<file path="src/rtl/spi_byte_slave_pkg.sv">
`timescale 1ns/1ps
package spi_byte_slave_pkg;
  localparam int NUM_FLAGS = 3;
  localparam int FLAG_DONE = 0;
  localparam int FLAG_WCOL = 1;
  localparam int FLAG_OVR  = 2;

  // synchronized pin bundle
  typedef struct packed {
    logic nss;
    logic mosi;
    logic sck;
  } pins_t;

  localparam pins_t PINS_IDLE = '{nss: 1'b1, mosi: 1'b0, sck: 1'b0};
endpackage

</file>
<file path="src/rtl/spi_pin_sync.sv">
`timescale 1ns/1ps
module spi_pin_sync #(
  parameter int W = 3,
  parameter int STAGES = 2,
  parameter logic [W-1:0] RST_VAL = '0
) (
  input  logic         clk,
  input  logic         rst_n,
  input  logic [W-1:0] d,
  output logic [W-1:0] q
);
  logic [STAGES-1:0][W-1:0] chain;

  always_ff @(posedge clk) begin
    if (!rst_n) chain <= {STAGES{RST_VAL}};
    else        chain <= {chain[STAGES-2:0], d};
  end

  assign q = chain[STAGES-1];
endmodule

</file>
<file path="src/rtl/spi_shift_core.sv">
`timescale 1ns/1ps
module spi_shift_core #(
  parameter int DATA_W = 8
) (
  input  logic              clk,
  input  logic              rst_n,
  input  logic              en,
  input  logic              three_wire,
  input  logic              cpol,
  input  logic              cpha,
  input  logic              sck_s,
  input  logic              mosi_s,
  input  logic              nss_s,
  input  logic [DATA_W-1:0] tx_data,
  input  logic              tx_valid,
  output logic              tx_ready,
  output logic              miso,
  output logic              miso_oe,
  output logic              byte_done,
  output logic [DATA_W-1:0] byte_val,
  output logic              wcol_evt
);
  localparam int CNT_W = (DATA_W > 1) ? $clog2(DATA_W) : 1;
  localparam logic [CNT_W-1:0] LAST_BIT = CNT_W'(DATA_W - 1);

  logic              sck_q;
  logic              started;
  logic              tx_full;
  logic              sh_full;
  logic [CNT_W-1:0]  bit_cnt;
  logic [DATA_W-1:0] tx_latch;
  logic [DATA_W-1:0] tx_sh;
  logic [DATA_W-1:0] rx_sh;

  logic sck_rise, sck_fall, act, lead_e, samp_e, load_sh, wr_ok;

  always_comb begin
    sck_rise  = sck_s & ~sck_q;
    sck_fall  = ~sck_s & sck_q;
    act       = en & (three_wire | ~nss_s);
    lead_e    = act & (cpol ? sck_fall : sck_rise);
    samp_e    = act & ((cpol ^ cpha) ? sck_fall : sck_rise);
    byte_done = samp_e & (bit_cnt == LAST_BIT);
    byte_val  = {rx_sh[DATA_W-2:0], mosi_s};
    load_sh   = ~started & ~lead_e & tx_full & ~sh_full;
    wr_ok     = tx_valid & ~tx_full;
    wcol_evt  = tx_valid & tx_full;
    tx_ready  = ~tx_full;
    miso_oe   = act;
    miso      = act & tx_sh[DATA_W-1];
  end

  // edge history and byte framing
  always_ff @(posedge clk) begin
    if (!rst_n) begin
      sck_q   <= 1'b0;
      bit_cnt <= '0;
      started <= 1'b0;
    end else begin
      sck_q <= sck_s;
      if (!act) begin
        bit_cnt <= '0;
        started <= 1'b0;
      end else if (samp_e) begin
        bit_cnt <= byte_done ? '0 : bit_cnt + 1'b1;
        started <= ~byte_done;
      end else if (lead_e) begin
        started <= 1'b1;
      end
    end
  end

  // holding latch
  always_ff @(posedge clk) begin
    if (!rst_n) begin
      tx_latch <= '0;
      tx_full  <= 1'b0;
    end else if (wr_ok) begin
      tx_latch <= tx_data;
      tx_full  <= 1'b1;
    end else if (load_sh) begin
      tx_full  <= 1'b0;
    end
  end

  // shift registers
  always_ff @(posedge clk) begin
    if (!rst_n) begin
      tx_sh   <= '0;
      sh_full <= 1'b0;
      rx_sh   <= '0;
    end else begin
      if (load_sh) begin
        tx_sh   <= tx_latch;
        sh_full <= 1'b1;
      end else if (samp_e) begin
        if (byte_done) begin
          tx_sh   <= '0;
          sh_full <= 1'b0;
        end else begin
          tx_sh <= {tx_sh[DATA_W-2:0], 1'b0};
        end
      end
      if (samp_e) rx_sh <= byte_val;
    end
  end

  p_wcol_hold_r5: assert property (@(posedge clk) disable iff (!rst_n)
    (tx_valid && !tx_ready) |=> $stable(tx_latch))
    else $error("colliding beat altered the holding latch");

  p_shift_lock_r4: assert property (@(posedge clk) disable iff (!rst_n)
    (started && !samp_e) |=> $stable(tx_sh))
    else $error("shift register moved inside a started byte");

  p_idle_count_r10: assert property (@(posedge clk) disable iff (!rst_n)
    !act |=> (bit_cnt == '0))
    else $error("bit count not cleared while inactive");

  p_mode_stable_r12: assert property (@(posedge clk) disable iff (!rst_n)
    (en && $past(en)) |-> $stable({cpol, cpha, three_wire}))
    else $error("mode bits changed while enabled");
endmodule

</file>
<file path="src/rtl/spi_rx_buffer.sv">
`timescale 1ns/1ps
module spi_rx_buffer #(
  parameter int DATA_W = 8
) (
  input  logic              clk,
  input  logic              rst_n,
  input  logic              byte_done,
  input  logic [DATA_W-1:0] byte_val,
  input  logic              rx_ready,
  output logic              rx_valid,
  output logic [DATA_W-1:0] rx_data,
  output logic              ovr_evt
);
  logic              full_q;
  logic [DATA_W-1:0] buf_q;
  logic              rd;

  always_comb begin
    rd       = full_q & rx_ready;
    ovr_evt  = byte_done & full_q & ~rd;
    rx_valid = full_q;
    rx_data  = buf_q;
  end

  always_ff @(posedge clk) begin
    if (!rst_n) begin
      full_q <= 1'b0;
      buf_q  <= '0;
    end else if (byte_done && !ovr_evt) begin
      buf_q  <= byte_val;
      full_q <= 1'b1;
    end else if (rd) begin
      full_q <= 1'b0;
    end
  end

  p_overrun_keep_r7: assert property (@(posedge clk) disable iff (!rst_n)
    (byte_done && full_q && !rx_ready) |=> ($stable(buf_q) && full_q))
    else $error("overrun replaced the unread byte");

  p_read_empties_r8: assert property (@(posedge clk) disable iff (!rst_n)
    (rd && !byte_done) |=> !full_q)
    else $error("read did not empty the buffer");
endmodule

</file>
<file path="src/rtl/spi_flag_bank.sv">
`timescale 1ns/1ps
module spi_flag_bank #(
  parameter int N = 3
) (
  input  logic         clk,
  input  logic         rst_n,
  input  logic [N-1:0] set,
  input  logic [N-1:0] clr,
  input  logic         irq_en,
  output logic [N-1:0] flags,
  output logic         irq
);
  for (genvar g = 0; g < N; g++) begin : g_flag
    always_ff @(posedge clk) begin
      if (!rst_n)      flags[g] <= 1'b0;
      else if (set[g]) flags[g] <= 1'b1;
      else if (clr[g]) flags[g] <= 1'b0;
    end

    p_sticky_r9: assert property (@(posedge clk) disable iff (!rst_n)
      (flags[g] && !clr[g]) |=> flags[g])
      else $error("flag dropped without a clear");

    p_clear_r9: assert property (@(posedge clk) disable iff (!rst_n)
      (clr[g] && !set[g]) |=> !flags[g])
      else $error("flag survived its clear");
  end

  assign irq = irq_en & (|flags);
endmodule

</file>
<file path="src/rtl/spi_byte_slave.sv">
`timescale 1ns/1ps
module spi_byte_slave
  import spi_byte_slave_pkg::*;
#(
  parameter int DATA_W = 8,
  parameter int SYNC_STAGES = 2
) (
  input  logic                 clk,
  input  logic                 rst_n,
  input  logic                 en,
  input  logic                 three_wire,
  input  logic                 cpol,
  input  logic                 cpha,
  input  logic                 irq_en,
  input  logic                 sck,
  input  logic                 mosi,
  input  logic                 nss,
  output logic                 miso,
  output logic                 miso_oe,
  input  logic [DATA_W-1:0]    tx_data,
  input  logic                 tx_valid,
  output logic                 tx_ready,
  output logic [DATA_W-1:0]    rx_data,
  output logic                 rx_valid,
  input  logic                 rx_ready,
  output logic [NUM_FLAGS-1:0] stat_flags,
  input  logic [NUM_FLAGS-1:0] stat_clr,
  output logic                 irq
);
  pins_t raw_pins, sync_pins;
  logic                 byte_done, wcol_evt, ovr_evt;
  logic [DATA_W-1:0]    byte_val;
  logic [NUM_FLAGS-1:0] flag_set;

  assign raw_pins = '{nss: nss, mosi: mosi, sck: sck};

  spi_pin_sync #(
    .W($bits(pins_t)), .STAGES(SYNC_STAGES), .RST_VAL(PINS_IDLE)
  ) u_sync (
    .clk(clk), .rst_n(rst_n), .d(raw_pins), .q(sync_pins)
  );

  spi_shift_core #(.DATA_W(DATA_W)) u_core (
    .clk(clk), .rst_n(rst_n), .en(en), .three_wire(three_wire),
    .cpol(cpol), .cpha(cpha),
    .sck_s(sync_pins.sck), .mosi_s(sync_pins.mosi), .nss_s(sync_pins.nss),
    .tx_data(tx_data), .tx_valid(tx_valid), .tx_ready(tx_ready),
    .miso(miso), .miso_oe(miso_oe),
    .byte_done(byte_done), .byte_val(byte_val), .wcol_evt(wcol_evt)
  );

  spi_rx_buffer #(.DATA_W(DATA_W)) u_rxbuf (
    .clk(clk), .rst_n(rst_n), .byte_done(byte_done), .byte_val(byte_val),
    .rx_ready(rx_ready), .rx_valid(rx_valid), .rx_data(rx_data),
    .ovr_evt(ovr_evt)
  );

  always_comb begin
    flag_set            = '0;
    flag_set[FLAG_DONE] = byte_done;
    flag_set[FLAG_WCOL] = wcol_evt;
    flag_set[FLAG_OVR]  = ovr_evt;
  end

  spi_flag_bank #(.N(NUM_FLAGS)) u_flags (
    .clk(clk), .rst_n(rst_n), .set(flag_set), .clr(stat_clr),
    .irq_en(irq_en), .flags(stat_flags), .irq(irq)
  );
endmodule

</file>
<file path="config.mk">
export PLATFORM = sky130hd
export DESIGN_NAME = spi_byte_slave
export DESIGN_NICKNAME = d
export VERILOG_FILES = /design/src/rtl/spi_byte_slave_pkg.sv /design/src/rtl/spi_pin_sync.sv /design/src/rtl/spi_shift_core.sv /design/src/rtl/spi_rx_buffer.sv /design/src/rtl/spi_flag_bank.sv /design/src/rtl/spi_byte_slave.sv
export SDC_FILE = /design/constraint.sdc
export NUM_CORES = 1
export LEC_CHECK = 0
export ABC_AREA = 1
export BUFFER_PORTS_ARGS = -buffer_cell sky130_fd_sc_hd__clkbuf_2
export CAP_MARGIN = 20
export CORE_MARGIN = 2
export CORE_UTILIZATION = 45
export DETAILED_ROUTE_END_ITERATION = 7
export GPL_ROUTABILITY_DRIVEN = 0
export PLACE_DENSITY_LB_ADDON = 0.25
export SETUP_SLACK_MARGIN = 0.4
export SLEW_MARGIN = 0
export SYNTH_ARGS = -nofsm -noshare
export SYNTH_HDL_FRONTEND = slang
export SYNTH_SLANG_ARGS = --single-unit
</file>
<file path="constraint.sdc">
create_clock -name clk -period 2.5 [get_ports clk]
set_input_delay 0.5 -clock clk [delete_from_list [all_inputs] [get_ports clk]]
set_output_delay 0.5 -clock clk [all_outputs]
set_load 0.05 [all_outputs]
</file>
* Word-level counts from Yosys, hierarchy flattened
Index checks and enable logic that the tools add are counted.
Cells by class: multiplexer cells 21, bitwise gates (word level) 27, equality and inequality tests 1, add/subtract/negate cells 1, reductions and logical operators 13
Operator list (count):
- $mux W8 | 3
- $mux W1 | 17
- $and A1 B1 Y1 | 16
- $reduce_bool A2 Y1 | 8
- $not A1 Y1 | 9
- $reduce_and A2 Y1 | 2
- $add A3 B1 Y3 const B | 1
- $eq A3 B3 Y1 const B | 1
- $mux W3 | 1
- $reduce_or A3 Y1 | 1
- $logic_and A1 B1 Y1 | 1
- $logic_not A1 Y1 | 1
- $or A1 B1 Y1 | 1
- $xor A1 B1 Y1 | 1
Word-level totals: output and inout bits 16, input port bits 23, word-level logic and storage cells 78, flip-flop bits (word level) 48

* Longest topological paths before layout
Gate-level depths: netlist (run 1).
depth in word-level cells 10, depth in mapped cells 11, mapped depth without buffers 10

* Hierarchy
A second synthesis (run 1) with hierarchy kept.
Second synthesis, totals: cell total of the unflattened synthesis 296, area, all modules 2287.2 µm²
By module, submodules not included:
- spi_shift_core | seq. area each 600.6 µm², cells each 198, instances 1, area each 1542.7 µm²
- spi_rx_buffer | seq. area each 180.2 µm², cells each 58, instances 1, area each 429.2 µm²
- spi_pin_sync | seq. area each 120.1 µm², cells each 21, instances 1, area each 187.7 µm²
- spi_flag_bank | seq. area each 60.1 µm², cells each 19, instances 1, area each 127.6 µm²

* Worst setup path after synthesis (run 1)
OpenSTA, ideal clock, no wires.
path kind input to output, start point input port three_wire, end point output port miso, arrival 1.295 ns, data required time 2.000 ns, setup slack 0.705 ns, cell stages on the path 4, buffers on the path 0, cell sequence inv_1 -> nand2_1 -> nand2_1 -> nor2_1
Between the ends: cells in the longest elaborated chain, start to end 3
RTL lines:
- start, declared | line spi_byte_slave.sv:11 | input logic three_wire,
- $or A1 B1 Y1 | line spi_shift_core.sv:40 | act = en & (three_wire | ~nss_s);
- $and A1 B1 Y1 | line spi_shift_core.sv:40
- $and A1 B1 Y1 | line spi_shift_core.sv:50 | miso = act & tx_sh[DATA_W-1];
- end, declared | line spi_byte_slave.sv:18 | output logic miso,
No other way between the ends.

* Worst setup path after layout (run 1)
start point register u_sync.chain (netlist bit u_sync.q[2]), end point output port miso_oe
Between the ends: cells in the longest elaborated chain, start to end 3
RTL lines:
- start, declared | line spi_pin_sync.sv:12 | logic [STAGES-1:0][W-1:0] chain;
- start signal, assigned | line spi_pin_sync.sv:15 | if (!rst_n) chain <= {STAGES{RST_VAL}};
- start signal, assigned | line spi_pin_sync.sv:16 | else chain <= {chain[STAGES-2:0], d};
- $not A1 Y1 | line spi_shift_core.sv:40
- $or A1 B1 Y1 | line spi_shift_core.sv:40
- $and A1 B1 Y1 | line spi_shift_core.sv:40
- end, declared | line spi_byte_slave.sv:19 | output logic miso_oe,
No other way between the ends.

==> run_results.csv, run 1 <==
group,metric,value,unit
yosys,yosysTopAreaCell,"dfxtp_1",
sta,period_share,67.3,%
clock_network,cts-buffers-inserted,5,
worst_setup_path,cp-end-kind,"output pin",
route,first_pass_iters,4,
placement,place_hpwl,2.64,mm
layout,multiInputGateArea,885,µm²
power_and_ir_drop,p_switching,376,µW
worst_setup_path,path_class,"reg -> out",
worst_setup_path,cp_slowest_cell,"dfxtp_1",
placement,placed_cell_area,2260,µm²
sta,fin_worst_skew,0.00967,ns
sta,fin_crit,1.68,ns
clock_network,cts_tree,"yes",
route,vias_per_cell,4.75,
die,dieArea,5190,µm²
route,wl_per_cell,10.1,µm
power_and_ir_drop,power,1520,µW
worst_setup_path,slowest_delay,0.30,ns
die,die_height,72.0,µm
layout,ff_latch_area,961,µm²
power_and_ir_drop,intPower,1150,µW
global_route,grt_use_total,15.5,%
yosys,ys_ff_latch,48,
sta,slew_violations,0,
clock_network,worstSkewPairLatency,0.31,ns
global_route,grt_max_degree,23,
power_and_ir_drop,peakVddDrop,0.294,mV
yosys,synth_nets,291,
worst_setup_path,worstPathCellList,"nand2_1 -> nand2_1 -> inv_2 -> clkbuf_2",
power_and_ir_drop,clkPwrFrac,37.2,%
layout,syn_to_final_growth,14.1,%
clock_network,cts_post_setup_buffers_inserted,0,
worst_setup_path,rrSetupSlack,0.92,ns
layout,post_route_cells_drive_above_1_share,23.4,%
sta,setup_viol,0,
layout,layout_commonest_cell,"dfxtp_1",
clock_network,htree_levels,2,
sta,max_clock_freq,594,MHz
die,core-area,4410,µm²
die,initial_core_util,47.2,%
route,final_antenna_net_count,0,
power_and_ir_drop,p_seq_share,52.9,%
yosys,syn_avg_cell_area,7.83,µm²
route,drt_iter0_markers,58,
layout,stdcell_count,356,
worst_setup_path,worstSetupStartpointType,"flop",
placement,port-buffer-count,38,
power_and_ir_drop,swShare,24.7,%
global_route,grt_remaining_overflow,0,
power_and_ir_drop,power.density,640,nW/µm²
clock_network,cts_max_path_buffers,2,
clock_network,postCtsHoldBufs,0,
global_route,antenna_found_initial,0,
power_and_ir_drop,p_comb_share,9.8,%
route,drt_wl_total,3.59,mm
sta,worst_pin_slew,0.465,ns
yosys,synth_top_area_share,46.1,%
worst_setup_path,crit_top_cell,"nand2_1",
yosys,syn_area,2080,µm²
sta,fin_tns_setup,0,ns
global_route,grt_pass1_vias,1524,
run_status,status,"complete, no violations",
worst_setup_path,critical_path_arrival,1.18,ns
worst_setup_path,cp_max_fo,3,
sta,rsz0062_at_grt,"no",
power_and_ir_drop,leakagePower,0.00114,µW
die,die_x,72.0,µm
route,vias,1690,
layout,fin_area,2380,µm²
layout,nets,328,
yosys,synthTopCellsByArea,"dfxtp_1 (46%), nor2_1 (8.3%), nand2_1 (6.8%)",
job,drv_cap,0,
worst_setup_path,reg2regPathDepth,8,
yosys,seq_area_frac_synth,46.1,%
clock_network,cts.clk_slew.worst_paths,0.09,ns
placement,dp.cells,348,
layout,layout_common_cells,"dfxtp_1 (48), nor2_1 (46), nand2_1 (38), clkbuf_2 (38), inv_1 (33)",
worst_setup_path,cp.required,2.00,ns
clock_network,post_cts_resize_count,0,
layout,antennaDiodeCount,0,
sta,finalHoldViolCount,0,
yosys,synth_warnings,0,
clock_network,clockRootBuffer,"clkbuf_8",
die,num_rows,24,
die,io_pins,39,
yosys,synthCells,266,
clock_network,clock-sinks,48,
yosys,ys_types,30,
layout,n_fill_cell,450,
global_route,grt_pass1_wl,6.31,mm
route,drc_errors,0,
hold_path,hold_class,"in -> reg",
sta,slew-limit-headroom,69.0,%
hold_path,min_path_cells,3,
==> cell families after synthesis <==
logic type               after synthesis  share of synthesized area, %
XOR/XNOR                               1                         0.420
buffers and inverters                 49                          11.4
adder cells (fa/ha/maj)                2                          1.20
AND/OR/NAND/NOR                      132                          31.2
AO/OA/AOI/OAI                         34                          9.67
flip-flops                            48                          46.1
==> cells in the mapped netlist <==
library cell,n
dfxtp_1,48
nor2_1,46
nand2_1,38
inv_1,33
nand3_1,22
a21oi_1,14
nand4_1,8
o21ai_0,8
o21bai_1,8
inv_2,5
nand2_2,4
buf_8,3
clkbuf_1,3
nand2_4,3
nand3_2,3
buf_6,2
ha_1,2
nand3_4,2
nor2_4,2
or2_2,2
a21oi_2,1
a31oi_1,1
buf_4,1
clkinv_1,1
clkinv_2,1
nor3_1,1
nor3_2,1
o211ai_1,1
o31a_1,1
xor2_1,1
==> path summary, 6_finish.rpt <==
| kind | start | endpoint |
|---|---|---|
| setup / recovery | u_sync.q[2] | miso_oe |
| hold reg to reg | u_sync.chain[1] | u_sync.q[1] |
| setup reg to reg | u_core.bit_cnt[0] | u_rxbuf.rx_data[0] |
| hold / removal | sck | u_sync.chain[0] |
==> per-stage QoR <==
stage	hold slack (ns)	worst slack (ns)	util, %
finish	0.377	0.817	53.8
global route	0.386	0.719	53.8
CTS	0.369	0.794	53.8
detailed placement	0.400	0.590	51.2
global placement	0.395	0.671	51.2
floorplan	0.390	0.705	-
==> flip-flops by register name (all words and copies together) (netlist names) <==
name / cells
u_core.started: 1
u_rxbuf.rx_valid: 1
u_core.bit_cnt: 3
u_sync.chain: 3
u_core.sh_full: 1
u_flags.flags: 3
u_sync.q: 3
u_rxbuf.rx_data: 8
u_core.tx_full: 1
u_core.tx_sh: 8
u_core.tx_latch: 8
u_core.sck_q: 1
u_core.rx_sh: 7
==> power groups by stage <==
stage / sequential [µW] / combinational [µW] / clock, µW
final: 805 / 150 / 566
after global placement: 823 / 149 / 0
after global routing: 810 / 171 / 613
after detailed placement: 823 / 151 / 0
after CTS: 806 / 152 / 582
after floorplan: 823 / 121 / 0
==> per-layer routing <==
layer	GRT usage [%]	vias up	wire length (µm)
li1	-	919	-
met5	0	-	0
met4	6.29	0	46
met2	27.0	32	1750
met1	17.8	735	1650
met3	4.58	4	144
==> cell type report <==
cell class	instances	share of cell area, %
Inverter	40	6.37
Clock inverter	3	2.00
Timing Repair Buffer	39	8.32
Sequential cell	48	40.4
Clock buffer	5	2.90
Tap cell	52	2.74
Multi-Input combinational cell	169	37.2
==> worst max-delay path, delay by kind of cell, from the launching register on <==
kind	cells	cell delay (ns)
buf+inv	2	0.43
flops	1	0.30
simple gates	2	0.15
Note: power is estimated with default switching activity, not from simulation.
==> inputs of run 2 (changes only) <==
clock period = 1.6 ns   (was 2.5 ns; I/O delays follow)
==> run 2 against run 1 <==
Sequential share of layout area fell by 11 points. Via count grew 21%. Routed wire length up 71%. Flip-flop and latch count unchanged. Non-clock buffer count grew 30. Highest routed layer unchanged. Final cell count is 9.6% higher. Hold slack lost 0.19 ns.
==> run_results.csv, run 2 (synthesis results as in run 1) <==
group,metric,value,unit
power_and_ir_drop,power,2560,µW
layout,fin_area,3350,µm²
clock_network,cts.clk_slew.worst_paths,0.10,ns
route,final_antenna_net_count,0,
global_route,met3_usage,4.72,%
layout,n_fill_cell,279,
route,wl_per_cell,15.7,µm
job,drv_cap,0,
route,first_pass_iters,4,
layout,antennaDiodeCount,0,
power_and_ir_drop,peakVddDrop,0.568,mV
die,die_height,72.0,µm
global_route,antenna_found_initial,0,
layout,ff_latch_area,981,µm²
route,drt_iter0_markers,101,
sta,setup_viol,0,
sta,slew-limit-headroom,62.8,%
run_status,status,"complete, no violations",
global_route,grt_pass1_vias,1898,
hold_path,hold_class,"in -> reg",
placement,port-buffer-count,38,
layout,syn_to_final_growth,60.6,%
global_route,gr-usage-met2,37.2,%
worst_setup_path,path_delay_family,"compound AO/OA/AOI/OAI gates",
route,vias_per_cell,5.25,
sta,period_share,93.2,%
worst_setup_path,worstSetupStartpointType,"flop",
global_route,grt_remaining_overflow,0,
layout,multiInputGateArea,1300,µm²
die,die_x,72.0,µm
worst_setup_path,cp_max_fo,2,
layout,nets,362,
placement,place_hpwl,2.95,mm
sta,fin_worst_skew,0.0132,ns
layout,layout_common_cells,"nor2_1 (38), dfxtp_1 (36), inv_1 (30)",
global_route,grtUsageMet1,26.0,%
layout,final_util,75.8,%
sta,finalWorstSetupSlack,0.109,ns
power_and_ir_drop,power.density,764,nW/µm²
global_route,grt_pass1_wl,8.67,mm
sta,finalHoldViolCount,0,
layout,post_route_cells_drive_above_1_share,52.4,%
power_and_ir_drop,clkPwrFrac,33.8,%
worst_setup_path,slowest_delay,0.36,ns
global_route,grt_use_total,21.2,%
clock_network,clockRootBuffer,"clkbuf_8",
clock_network,htree_levels,2,
placement,placed_cell_area,2460,µm²
sta,fin_crit,1.49,ns
die,core-area,4410,µm²
power_and_ir_drop,p_comb_share,16.6,%
sta,worst_pin_slew,0.557,ns
die,dieArea,5190,µm²
die,initial_core_util,47.2,%
sta,slew_violations,0,
worst_setup_path,worstPathCellList,"o31a_2 -> buf_8",
worst_setup_path,cp-end-kind,"output pin",
global_route,globalRoute.busiestLayer,"met2",
clock_network,cts_max_path_buffers,2,
placement,pre_cts_ws,0.146,ns
clock_network,cts-buffers-inserted,5,
sta,rsz0062_at_grt,"yes",
route,vias,2047,
power_and_ir_drop,intPower,1840,µW
global_route,grt_max_degree,22,
power_and_ir_drop,p_seq_share,49.6,%
sta,max_clock_freq,671,MHz
route,drc_errors,0,
clock_network,postCtsHoldBufs,0,
worst_setup_path,cp.required,1.28,ns
worst_setup_path,critical_path_arrival,1.17,ns
die,io_pins,39,
clock_network,cts_tree,"yes",
route,drt_wl_total,6.13,mm
clock_network,clock-sinks,48,
power_and_ir_drop,leakagePower,0.00151,µW
power_and_ir_drop,swShare,28.2,%
clock_network,worstSkewPairLatency,0.31,ns
worst_setup_path,path_class,"reg -> out",
die,num_rows,24,
worst_setup_path,cp_slowest_cell,"o31a_2",
power_and_ir_drop,p_switching,721,µW
sta,fin_tns_setup,0,ns
layout,layout_commonest_cell,"nor2_1",
worst_setup_path,crit_buf_inv,1,
[run 2: worst paths after layout]
| path | endpoint | slack, ns | startpoint | cells after the start |
|---|---|---|---|---|
| max | irq | 0.11 | u_flags.flags[0] | 2 |
| min | u_sync.chain[1] | 0.19 | mosi | 3 |
| max reg2reg | u_rxbuf.rx_data[7] | 0.21 | u_sync.q[2] | 8 |
| min reg2reg | u_sync.q[0] | 0.41 | u_sync.chain[0] | 2 |
[run 2: power groups by stage]
| stage | Sequential [µW] | Combinational (µW) | Clock, µW |
|---|---|---|---|
| after detailed placement | 1290 | 276 | 0 |
| final | 1270 | 425 | 864 |
| after global placement | 1290 | 271 | 0 |
| after floorplan | 1290 | 208 | 0 |
| after global routing | 1270 | 457 | 911 |
| after CTS | 1270 | 372 | 855 |
[run 2: cell type report]
type	count	share of cell area, %
clock buffer	6	2.80
sequential	48	29.3
clock inverter	2	0.486
inverter	40	5.50
tap	52	1.94
timing repair buffer	69	21.0
multi-input combinational	173	38.9
[run 2: per-stage QoR]
stage               instances  hold slack, ns
CTS                       385           0.188
detailed placement        355           0.402
global route              390           0.182
global placement          355           0.391
finish                    390           0.188
floorplan                 266           0.390
[run 2: timing repair]
| action | 4_1_cts | 5_1_grt |
|---|---|---|
| cloned | 6 | 0 |
| buffers inserted | 16 | 5 |
| pin swaps | 15 | 17 |
| setup endpoints to repair | 44 | 47 |
| resized for setup | 65 | 56 |
| endpoints found under the hold margin | 0 | 0 |
[run 2: per-layer routing]
| layer | up-vias | routed length, µm | part of all wire [%] |
|---|---|---|---|
| met5 | - | 0 | 0 |
| met4 | 0 | 168 | 2.7 |
| met3 | 19 | 285 | 4.7 |
| met2 | 62 | 3120 | 51 |
| met1 | 974 | 2550 | 42 |
| li1 | 992 | - | - |
[run 2: worst register-to-register path: stages, from the launching register on]
cell and delay [ns]:
dfxtp_2 0.34, nand2_4 0.07, nand2_8 0.07, inv_8 0.07
nand3_4 0.13, nor2_4 0.23, nand2_4 0.11, o21bai_1 0.20
nor2_1 0.07
